==> src/rtl/adcc_pkg.sv <==
package adcc_pkg;
    localparam int PS_W     = 3;
    localparam int CSR_W    = 5 + PS_W;
    localparam int B_EN     = 0;
    localparam int B_GO     = 1;
    localparam int B_AUTO   = 2;
    localparam int B_DONE   = 3;
    localparam int B_IE     = 4;
    localparam int B_PS     = 5;
    localparam int LEN_INIT = 25;
    localparam int LEN_NORM = 13;
    localparam int LEN_W    = $clog2(LEN_INIT);

    typedef struct packed {
        logic            en;
        logic            auto_trig;
        logic            ie;
        logic [PS_W-1:0] ps;
    } csr_t;
endpackage

==> src/rtl/adcc_clkdiv.sv <==
module adcc_clkdiv #(
    parameter int PS_W = 3
) (
    input  logic            clk,
    input  logic            rst_n,
    input  logic            run,
    input  logic [PS_W-1:0] sel,
    output logic            tick
);
    localparam int CNT_W = (1 << PS_W) - 1;

    typedef struct packed {
        logic [CNT_W-1:0] pre;
    } div_st_t;

    div_st_t          cur_q, nxt_d;
    logic [CNT_W-1:0] lim;

    always_comb begin
        int unsigned shift_n;
        shift_n = (sel == '0) ? 1 : int'(sel);
        lim     = CNT_W'((1 << shift_n) - 1);
        tick    = run && (cur_q.pre == lim);
        nxt_d   = cur_q;
        if (!run || tick) nxt_d.pre = '0;
        else              nxt_d.pre = cur_q.pre + 1'b1;
    end

    always_ff @(posedge clk or negedge rst_n) begin
        if (!rst_n) cur_q <= '0;
        else        cur_q <= nxt_d;
    end

    // the counter never runs past the selected limit
    assert_pre_bound_R6: assert property (@(posedge clk) disable iff (!rst_n)
        (run && $stable(sel)) |-> (cur_q.pre <= lim))
        else $error("prescaler count beyond limit");
endmodule

==> src/rtl/adcc_seq.sv <==
module adcc_seq #(
    parameter int LEN_INIT = 25,
    parameter int LEN_NORM = 13
) (
    input  logic clk,
    input  logic rst_n,
    input  logic en,
    input  logic start,
    input  logic rearm,
    input  logic tick,
    input  logic init_pend,
    output logic busy,
    output logic complete
);
    localparam int LEN_W = $clog2(LEN_INIT);

    typedef struct packed {
        logic             busy;
        logic [LEN_W-1:0] cnt;
    } seq_st_t;

    seq_st_t          cur_q, nxt_d;
    logic [LEN_W-1:0] len_m1;

    always_comb begin
        len_m1   = init_pend ? LEN_W'(LEN_INIT - 1) : LEN_W'(LEN_NORM - 1);
        complete = cur_q.busy && tick && (cur_q.cnt == len_m1);
        nxt_d    = cur_q;
        if (!en) begin
            nxt_d.busy = 1'b0;
            nxt_d.cnt  = '0;
        end else if (complete) begin
            nxt_d.busy = rearm;
            nxt_d.cnt  = '0;
        end else if (!cur_q.busy) begin
            nxt_d.busy = start;
            nxt_d.cnt  = '0;
        end else if (tick) begin
            nxt_d.cnt  = cur_q.cnt + 1'b1;
        end
    end

    assign busy = cur_q.busy;

    always_ff @(posedge clk or negedge rst_n) begin
        if (!rst_n) cur_q <= '0;
        else        cur_q <= nxt_d;
    end

    // the count stays inside the selected conversion length
    assert_cnt_bound_R5: assert property (@(posedge clk) disable iff (!rst_n)
        cur_q.busy |-> (cur_q.cnt <= len_m1))
        else $error("conversion count beyond length");

    // a disabled unit is idle one cycle later
    assert_abort_R2: assert property (@(posedge clk) disable iff (!rst_n)
        !en |=> !cur_q.busy)
        else $error("conversion survived disable");
endmodule

==> src/rtl/adcc_ctrl.sv <==
module adcc_ctrl
    import adcc_pkg::*;
#(
    parameter int CH_W  = 5,
    parameter int RES_W = 10
) (
    input  logic             clk,
    input  logic             rst_n,
    input  logic             csr_wr,
    input  logic [CSR_W-1:0] csr_wdata,
    output logic [CSR_W-1:0] csr_rdata,
    input  logic             ch_wr,
    input  logic [CH_W-1:0]  ch_wdata,
    output logic [CH_W-1:0]  ch_sel,
    output logic             ch_is_bandgap,
    output logic             ch_is_ground,
    input  logic             trig_in,
    input  logic             free_run,
    input  logic             gie,
    input  logic             irq_ack,
    input  logic [RES_W-1:0] conv_result,
    output logic [RES_W-1:0] result_q,
    output logic             irq
);
    localparam logic [CH_W-1:0] CH_GROUND  = '1;
    localparam logic [CH_W-1:0] CH_BANDGAP = CH_GROUND - 1'b1;

    typedef struct packed {
        csr_t             csr;
        logic             done;
        logic             init_pend;
        logic             trig_prev;
        logic [CH_W-1:0]  ch;
        logic [RES_W-1:0] res;
    } top_st_t;

    top_st_t cur_q, nxt_d;
    logic    start_req, rearm, busy, complete, tick;

    always_comb begin
        logic sw_start, hw_start;
        nxt_d = cur_q;
        if (csr_wr) begin
            nxt_d.csr.en        = csr_wdata[B_EN];
            nxt_d.csr.auto_trig = csr_wdata[B_AUTO];
            nxt_d.csr.ie        = csr_wdata[B_IE];
            nxt_d.csr.ps        = csr_wdata[B_PS +: PS_W];
        end
        if (nxt_d.csr.en && !cur_q.csr.en) nxt_d.init_pend = 1'b1;
        else if (complete)                 nxt_d.init_pend = 1'b0;

        sw_start  = csr_wr && csr_wdata[B_GO];
        hw_start  = cur_q.csr.auto_trig && !free_run && trig_in && !cur_q.trig_prev;
        start_req = sw_start || hw_start;
        rearm     = nxt_d.csr.auto_trig && free_run;

        if (complete)                                    nxt_d.done = 1'b1;
        else if ((csr_wr && csr_wdata[B_DONE]) || irq_ack) nxt_d.done = 1'b0;

        if (complete) nxt_d.res = conv_result;
        if (ch_wr)    nxt_d.ch  = ch_wdata;
        nxt_d.trig_prev = trig_in;

        csr_rdata                 = '0;
        csr_rdata[B_EN]           = cur_q.csr.en;
        csr_rdata[B_GO]           = busy;
        csr_rdata[B_AUTO]         = cur_q.csr.auto_trig;
        csr_rdata[B_DONE]         = cur_q.done;
        csr_rdata[B_IE]           = cur_q.csr.ie;
        csr_rdata[B_PS +: PS_W]   = cur_q.csr.ps;
    end

    always_ff @(posedge clk or negedge rst_n) begin
        if (!rst_n) cur_q <= '0;
        else        cur_q <= nxt_d;
    end

    adcc_clkdiv #(.PS_W(PS_W)) u_div (
        .clk   (clk),
        .rst_n (rst_n),
        .run   (busy),
        .sel   (cur_q.csr.ps),
        .tick  (tick)
    );

    adcc_seq #(.LEN_INIT(LEN_INIT), .LEN_NORM(LEN_NORM)) u_seq (
        .clk       (clk),
        .rst_n     (rst_n),
        .en        (nxt_d.csr.en),
        .start     (start_req),
        .rearm     (rearm),
        .tick      (tick),
        .init_pend (cur_q.init_pend),
        .busy      (busy),
        .complete  (complete)
    );

    assign ch_sel        = cur_q.ch;
    assign ch_is_bandgap = (cur_q.ch == CH_BANDGAP);
    assign ch_is_ground  = (cur_q.ch == CH_GROUND);
    assign result_q      = cur_q.res;
    assign irq           = cur_q.done && cur_q.csr.ie && gie;

    // completion raises the done flag on the next cycle
    assert_done_after_complete_R9: assert property (@(posedge clk) disable iff (!rst_n)
        complete |=> cur_q.done)
        else $error("done flag missing after completion");

    // the result register moves only on a completing edge
    assert_result_on_complete_R12: assert property (@(posedge clk) disable iff (!rst_n)
        !$stable(cur_q.res) |-> $past(complete))
        else $error("result written outside completion");

    // busy rises only after a start request
    assert_busy_from_start_R3: assert property (@(posedge clk) disable iff (!rst_n)
        $rose(busy) |-> $past(start_req))
        else $error("busy without a start");
endmodule

==> config.mk <==
export PLATFORM = sky130hd
export DESIGN_NAME = adcc_ctrl
export DESIGN_NICKNAME = d
export VERILOG_FILES = /design/src/rtl/adcc_pkg.sv /design/src/rtl/adcc_clkdiv.sv /design/src/rtl/adcc_seq.sv /design/src/rtl/adcc_ctrl.sv
export SDC_FILE = /design/constraint.sdc
export NUM_CORES = 1
export LEC_CHECK = 0
export BUFFER_PORTS_ARGS = -buffer_cell sky130_fd_sc_hd__buf_2
export CAP_MARGIN = 20
export CORE_ASPECT_RATIO = 1.4
export CORE_MARGIN = 2
export CORE_UTILIZATION = 55
export CTS_CLUSTER_DIAMETER = 150
export DETAILED_ROUTE_END_ITERATION = 7
export GPL_ROUTABILITY_DRIVEN = 0
export MAX_ROUTING_LAYER = met4
export PLACE_DENSITY_LB_ADDON = 0.15
export SYNTH_ARGS = -nofsm -noshare
export SYNTH_HDL_FRONTEND = slang
export SYNTH_HIERARCHICAL = 1
export SYNTH_SLANG_ARGS = --single-unit
==> constraint.sdc <==
create_clock -name clk -period 6.13 [get_ports clk]
set_clock_uncertainty 0.15 [all_clocks]
set_input_delay 0.9195 -clock clk [delete_from_list [all_inputs] [get_ports clk]]
set_output_delay 0.9195 -clock clk [all_outputs]
set_load 0.02 [all_outputs]
# Word level (Yosys, flattened, before mapping)
# Cells that the tools add are included.
# classes
addsub	3
n_mul	0
n_div	0
magnitude_cmp	0
n_eq_ne	5
shift	1
n_mux	13
bitwise	0
reduce_logical	22
# ops
operator	n
<< shifter 1 x 32 -> 7 bit (first input constant)	1
2-to-1 mux 6 bit	3
2-to-1 mux 5 bit	3
logical AND 1 bit	12
equality test 5 bit (second input constant)	2
adder 7 x 1 -> 7 bit (second input constant)	1
equality test 7 bit	1
2-to-1 mux 7 bit	1
subtractor 7 x 2 -> 7 bit (second input constant)	1
adder 5 x 1 -> 5 bit (second input constant)	1
equality test 5 bit	1
2-to-1 mux 1 bit	5
logical NOT 1 bit	4
inequality test 4 x 3 -> 1 bit (second input constant)	1
nonzero test 2 bit	2
logical NOT 3 bit	1
logical OR 1 bit	3
2-to-1 mux 3 bit	1
# totals
reg_bits	37
latch_bits	0
ram_bits	0
romBits	0
in_bits	31
output_inout_bits	26
wordCells	56
n_memories	0

# Logic depth before layout (Yosys ltp)
# Gate-level depths: netlist of the first run.
# logic_depth
depth_word	10
mapped_depth	12
ltp_nobuf	9

# By module
# Netlist of the first run, hierarchy kept.
# modules_own_cells
module	instances	cells_per_inst	area_per_inst_um2	seq_area_each_um2
adcc_ctrl	1	85	1113.6	600.6
adcc_clkdiv	1	54	501.7	175.2
adcc_seq	1	36	359.1	150.1

# Worst setup path after synthesis of the first run
# No wires, ideal clock.
# synth_timing
path_type	flip-flop to flip-flop
start	reg cur_q, in the netlist csr_rdata[7]
end	reg cur_q, in the netlist result_q[2]
setup_time_ns	0.125
arrival_time_ns	2.922
required_ns	5.855
slack_ns	2.934
stages_incl_launch_ff	13
path_buffers	3
period_less_slack_ns	3.196
cell_sequence	dfrtp_1 -> buf_6 -> or2_2 -> ha_1 -> xnor2_2 -> o211ai_1 -> a221oi_2 -> and2_1 -> buf_2 -> nand4_1 -> a21oi_4 -> buf_4 -> mux2_2
# synth_between
elab_chain_cells	8
# synth_rtl
item	line_no	rtl
start, declared	adcc_ctrl.sv:37	top_st_t cur_q, nxt_d;
start signal, assigned	adcc_ctrl.sv:75	else cur_q <= nxt_d;
logical NOT 3 bit	adcc_clkdiv.sv:21	shift_n = (sel == '0) ? 1 : int'(sel);
2-to-1 mux 3 bit (*)	adcc_clkdiv.sv:21	
<< shifter 1 x 32 -> 7 bit (*)	adcc_clkdiv.sv:22	lim = CNT_W'((1 << shift_n) - 1);
subtractor 7 x 2 -> 7 bit (*)	adcc_clkdiv.sv:22	
equality test 7 bit (*)	adcc_clkdiv.sv:23	tick = run && (cur_q.pre == lim);
logical AND 1 bit (*)	adcc_clkdiv.sv:23	
named net tick	adcc_ctrl.sv:38	logic start_req, rearm, busy, complete, tick;
logical AND 1 bit (*) (2 in a row)	adcc_seq.sv:27	complete = cur_q.busy && tick && (cur_q.cnt == len_m1);
named net complete	adcc_ctrl.sv:38	
# The timed path passes the listed nets; every way through them passes the cells marked *.
# A chain may end at the register's enable or synchronous reset.

# Worst setup path after layout of the first run
# layout_timing
start	reg cur_q, in the netlist csr_rdata[7]
end	reg cur_q, in the netlist result_q[6]
# The elaborated chain is that of the path after synthesis.

==> results.md, run 1 <==
- Xor and xnor area share after synthesis: 5.26%
- Largest net degree at the start of global routing: 38
- Layout Utilization: 65.0%
- Synthesized flop and latch total: 37
- Max-slew violation count: 0
- Sequential share of power: 49.0%
- Longest Clk Path Bufs: 2
- Sequential fraction of the synthesis area: 46.9%
- Clk pwr share: 39.8%
- Final-layout fill cell count: 277
- FFs w/ async S/R, synth: 100%
- Synth Area in Compound Gates: 5.64%
- Switch Pwr: 0.130 mW
- Worst Setup EP: result_q[6]
- Crit path time final: 3.47 ns
- Worst r2r path cells: 9
- Worst R2R Setup Slack: 2.66 ns
- Die Span Y: 74.9 um
- Logic pwr share: 11.2%
- Setup TNS: 0 ns
- Crit. End Element: register
- Internal: 0.414 mW
- DP Worst Slack: 2.62 ns
- Die Area: 0.00409 mm2
- Max Freq: 288 MHz
- DRT Pass-1 Iters: 4
- Commonest non-fill, non-tap cells in the layout: buf_2, dfrtp_1, mux2_2
- Resized Gates After CTS: 0
- Root buf cell: clkbuf_8
- CTS sink cnt: 37
- Routed WL per cell: 13.6 um
- Hold_buf cts: 0
- Final Non-Filler Cells: 252
- Worst slew margin: 48.4%
- Setup bufs post-CTS: 0
- Via density: 5.37
- First-pass GRT wire length: 6.00 mm
- Boundary Pins: 57
- Overflow after GRT: 0
- Post-synthesis mux area share: 12.6%
- Antenna Cells: 0
- Crit Path Max Fanout: 18
- Cells after synthesis: 175
- Worst-case vdd ir drop: 0.000188 V
- Fin crit share: 56.5%
- CP Data Required Time: 6.16 ns
- Reg-to-Reg End: result_q[6]
- Syn Nets: 210
- Number of antenna violations at the first check in global routing: 0
- Synthesis-to-finish area growth: 12.3%
- GRT Total Usage: 20.8%
- Most common cell after layout, fill and taps aside: buf_2
- Leak pwr: 1.12 nW
- Adder-Cell Fraction of Synth Area: 2.53%
- Inserted Clock Buffers: 5
- Initial core utilization: 57.9%
- DRC viols: 0
- Hold Path Class: register to register
- Final hold vios: 0
- Core area: 0.00341 mm2
- Syn avg cell area: 11.3 um2
- Pwr dens: 245 mW/mm2
- Antenna Nets Post-Route: 0
- Final setup fails: 0
- Die width: 54.6 um
- H-Tree Depth: 2
- Status: finished clean
- Total wire length: 3.43 mm
- Prevailing post-synth register cell: dfrtp_1
- Reg2reg start: csr_rdata[7]
- Crit path launch: csr_rdata[7]
- Least-Margin Pin Slew: 0.775 ns
- Setup Crit Path Kind: register to register
- Startpoint Class: register
- Post-synth EDFFs: 0
- Worst Path Arrival: 3.49 ns
- Syn Std Cell Area: 0.00197 mm2
- Worst setup margin: 2.66 ns
- Starting DRT DRC Count: 53
- RSZ-0062 raised after global routing: false
- Final #Nets: 246
- DP HPWL: 2.60 mm
- Worst-Skew Late Latency: 0.29 ns
- Largest family of logic cells by synthesized area: simple AND/OR/NAND/NOR gates
- Simple-gate area share of the yosys netlist: 14.8%
- Row count: 25
- Max cap viols: 0
- Sw frac: 23.9%
- Clock transition at path regs: 0.07 ns
- I/O Buffers: 56
- Via count: 1,352
- Layout cells sized above 1: 44.3%
- Cell variety after synth: 40
- Tot Pwr: 0.544 mW
- Post-Place Cells: 244
- CTS tree: yes
- Yosys warns: 6
- Vias in the first global route: 1,434
[flip-flops by register name, indices dropped and copies added (netlist names)]
signal       cells
result_q        10
csr_rdata        7
u_div/cur_q      7
ch_sel           5
u_seq/cur_q      5
cur_q            2
u_seq/busy       1
[Yosys cell counts (2+ instances only)]
library cell | number | area, um2
dfrtp_1 | 37 | 926
buf_4 | 24 | 180
mux2_2 | 19 | 214
nand2_1 | 10 | 37.5
nor2_1 | 9 | 33.8
inv_1 | 8 | 30.0
nand3_1 | 7 | 35.0
nand4_1 | 6 | 37.5
xnor2_1 | 5 | 43.8
xor2_1 | 5 | 43.8
ha_1 | 4 | 50.1
o21ai_0 | 4 | 20.0
and3_1 | 3 | 18.8
buf_6 | 2 | 22.5
mux2i_1 | 2 | 20.0
nand3b_1 | 2 | 15.0
nor2b_1 | 2 | 12.5
nor3_1 | 2 | 10.0
nor3b_1 | 2 | 15.0
o22ai_1 | 2 | 12.5
[cells by family (layout without fill, tap and decap cells)]
| group | after synthesis | in the layout |
|---|---|---|
| AOI/OAI and AO/OA | 14 | 14 |
| adders and majority gates | 4 | 4 |
| and+or+nand+nor | 51 | 51 |
| muxes | 22 | 22 |
| DFF | 37 | 37 |
| other | 1 | 1 |
| xor gates and xnor gates | 11 | 11 |
| buffers and inverters | 35 | 72 |
[worst min-delay path by stage]
stage	from	endpoint	depth (start not counted)
after floorplan	u_div/cur_q[0]	u_div/cur_q[0]	1
after global placement	result_q[5]	result_q[5]	1
after detailed placement	result_q[3]	result_q[3]	1
after CTS	result_q[1]	result_q[1]	1
after global routing	result_q[6]	result_q[6]	1
final	result_q[5]	result_q[5]	1
[power by group through the flow]
| stage | combinational (mW) | clock [mW] | sequential (mW) |
|---|---|---|---|
| 3_3_place_gp | 0.0607 | 0 | 0.270 |
| 4_1_cts | 0.0622 | 0.224 | 0.266 |
| 6_report | 0.0610 | 0.216 | 0.266 |
| 2_1_floorplan | 0.0504 | 0 | 0.267 |
| 5_1_grt | 0.0681 | 0.232 | 0.268 |
| 3_5_place_dp | 0.0620 | 0 | 0.271 |
[metal layers]
layer  global-route usage [%]  wire length [um]  vias up  part of all wire (%)
met3                     3.57               149        5                   4.3
li1                         -                 -      648                     -
met4                     10.0                65        0                   1.9
met5                        -                 0        -                     0
met1                     20.7              1270      663                    37
met2                     37.4              1950       36                    57
[area by class of cell]
cell class	count	area (um2)	area share, %
flip-flops and latches	37	926	41.8
clock buffers	6	82.6	3.72
multi-input cells	103	811	36.6
inverters	8	30.0	1.35
repair buffers	56	280	12.6
well taps	40	50.0	2.26
clock inverters	2	37.5	1.69
[critical path, cell delays in order (launching register included)]
cell,delay [ns]
dfrtp_1,0.47
or2_2,0.32
ha_1,0.22
xnor2_2,0.17
o211ai_1,0.13
a221oi_2,0.50
and2_1,0.36
nand4_1,0.19
a21oi_4,0.45
mux2_2,0.39
[stage by stage]
stage | instance area [um2] | hold slack, ns
after floorplan | 1970 | 0.313
after global placement | 2100 | 0.336
after detailed placement | 2100 | 0.341
after CTS | 2220 | 0.361
after global routing | 2220 | 0.376
final | 2220 | 0.357
(Power assumes the default switching activity.)
==> run 2: changes to the inputs <==
CORE_UTILIZATION = 46   (was 55)
clock period = 3.05 ns   (was 6.13 ns; I/O delays follow)
==> run 2 against run 1 <==
Die area grew 18%. Core utilization is 11 points lower. Sequential share of layout area fell by 0.90 points. Largest cell class unchanged.
==> results.md, run 2 (synthesized netlist as in run 1, its figures left out) <==
- Placed inst area: 0.00217 mm2 (was 0.00210 mm2)
- Hold_buf cts: 0 (unchanged)
- Post-Place Cells: 255 (was 244)
- GRT Total Usage: 18.9% (was 20.8%)
- Synthesis-to-finish area growth: 14.8% (was 12.3%)
- Initial core utilization: 47.4% (was 57.9%)
- Internal: 0.733 mW (was 0.414 mW)
- Longest Clk Path Bufs: 2 (unchanged)
- Root buf cell: clkbuf_8 (unchanged)
- Worst Path Arrival: 2.80 ns (was 3.49 ns)
- Via density: 5.33 (was 5.37)
- Die Span Y: 81.5 um (was 74.9 um)
- Worst-Skew Late Latency: 0.28 ns (was 0.29 ns)
- Die width: 59.4 um (was 54.6 um)
- CP Data Required Time: 3.07 ns (was 6.16 ns)
- Max-slew violation count: 0 (unchanged)
- Worst-case vdd ir drop: 0.000363 V (was 0.000188 V)
- Core area: 0.00417 mm2 (was 0.00341 mm2)
- Inserted Clock Buffers: 5 (unchanged)
- DRC viols: 0 (unchanged)
- DP Worst Slack: 0.257 ns (was 2.62 ns)
- Fin crit share: 90.9% (was 56.5%)
- Pwr dens: 446 mW/mm2 (was 245 mW/mm2)
- Sequential Area: 926 um2 (unchanged)
- DRT Pass-1 Iters: 4 (unchanged)
- Most common cell after layout, fill and taps aside: buf_2 (unchanged)
- Design Area, Final: 0.00227 mm2 (was 0.00222 mm2)
- Worst r2r path cells: 9 (unchanged)
- CTS tree: yes (unchanged)
- DP HPWL: 3.04 mm (was 2.60 mm)
- Sequential share of power: 52.5% (was 49.0%)
- Final setup fails: 0 (unchanged)
- Crit path time final: 2.77 ns (was 3.47 ns)
- CTS sink cnt: 37 (unchanged)
- Largest net degree at the start of global routing: 38 (unchanged)
- Via count: 1,401 (was 1,352)
- I/O Buffers: 56 (unchanged)
- Max reg flops: 10 (unchanged)
- Final Non-Filler Cells: 263 (was 252)
- Least-Margin Pin Slew: 0.825 ns (was 0.775 ns)
- Max cap viols: 0 (unchanged)
- Setup TNS: 0 ns (unchanged)
- Startpoint Class: register (unchanged)
- First-pass GRT wire length: 6.73 mm (was 6.00 mm)
- Clk pwr share: 33.8% (was 39.8%)
- Vias in the first global route: 1,560 (was 1,434)
- Leak pwr: 1.14 nW (was 1.12 nW)
- Worst slew margin: 45.0% (was 48.4%)
- Overflow after GRT: 0 (unchanged)
- Sw frac: 27.6% (was 23.9%)
- Final hold vios: 0 (unchanged)
- RSZ-0062 raised after global routing: false (unchanged)
- Setup bufs post-CTS: 0 (unchanged)
- Total wire length: 3.95 mm (was 3.43 mm)
- Antenna Nets Post-Route: 0 (unchanged)
- Layout Utilization: 54.4% (was 65.0%)
- Boundary Pins: 57 (unchanged)
- Crit path launch: csr_rdata[6] (was csr_rdata[7])
- Final-layout fill cell count: 381 (was 277)
- Final #Nets: 252 (was 246)
- Area of the multi-input gates: 837 um2 (was 811 um2)
- Logic pwr share: 13.7% (was 11.2%)
- Setup Crit Path Kind: register to register (unchanged)
- Worst setup margin: 0.276 ns (was 2.66 ns)
- Routed WL per cell: 15.0 um (was 13.6 um)
- Die Area: 0.00484 mm2 (was 0.00409 mm2)
- Antenna Cells: 0 (unchanged)
- Row count: 28 (was 25)
- Max Freq: 361 MHz (was 288 MHz)
- Status: finished clean (unchanged)
- Resized Gates After CTS: 0 (unchanged)
- Commonest non-fill, non-tap cells in the layout: buf_2, dfrtp_1, mux2_2 (unchanged)
- Layout cells sized above 1: 46.3% (was 44.3%)
- Number of antenna violations at the first check in global routing: 0 (unchanged)
- H-Tree Depth: 2 (unchanged)
- Hold Path Class: input port to async pin (was register to register)
- Starting DRT DRC Count: 57 (was 53)
- Clock transition at path regs: 0.08 ns (was 0.07 ns)
- Switch Pwr: 0.279 mW (was 0.130 mW)
- Reg2reg start: csr_rdata[6] (was csr_rdata[7])
- Crit. End Element: register (unchanged)
- Crit Path Max Fanout: 12 (was 18)
[run 2: power groups by stage]
stage	combinational, mW	clock, mW	sequential [mW]
floorplan	0.107	0	0.536
global placement	0.138	0	0.540
detailed placement	0.141	0	0.542
CTS	0.142	0.354	0.532
global route	0.153	0.379	0.535
finish	0.139	0.342	0.531
[run 2: stage by stage]
stage / power (mW) / hold WS (ns)
4_1_cts: 1.03 / 0.133
3_5_place_dp: 0.683 / 0.345
5_1_grt: 1.07 / 0.125
3_3_place_gp: 0.677 / 0.337
6_report: 1.01 / 0.115
2_1_floorplan: 0.643 / 0.0119
[run 2: worst max-delay path, stage by stage (launching register included)]
cell and delay, ns:
dfrtp_1 0.39, or2_4 0.26, ha_4 0.16, xnor2_2 0.13
mux2i_1 0.16, a221oi_4 0.31, and2_1 0.19, nand4_1 0.15
a21oi_4 0.37, mux2_2 0.38
[run 2: final cells by class]
type	instances	area share, %
well taps	45	2.48
repair buffers	62	14.4
flip-flops and latches	37	40.9
multi-input cells	103	36.9
inverters	8	1.33
clock buffers	5	3.04
clock inverters	3	0.994
[run 2: layer usage]
layer | up-vias | wire length, um | GRT usage, %
met4 | 0 | 23 | 5.45
li1 | 661 | - | -
met2 | 29 | 2380 | 38.0
met3 | 2 | 130 | 3.94
met5 | - | 0 | -
met1 | 709 | 1410 | 16.8
[run 2: path summary, 6_finish.rpt]
check,slack [ns],end
max,0.28,result_q[5]
min,0.11,ch_sel[3]
min reg2reg,0.36,result_q[4]
max reg2reg,0.28,result_q[5]
max in group asynchronous,2.11,u_div/cur_q[2]
min in group clk,0.14,cur_q[15]
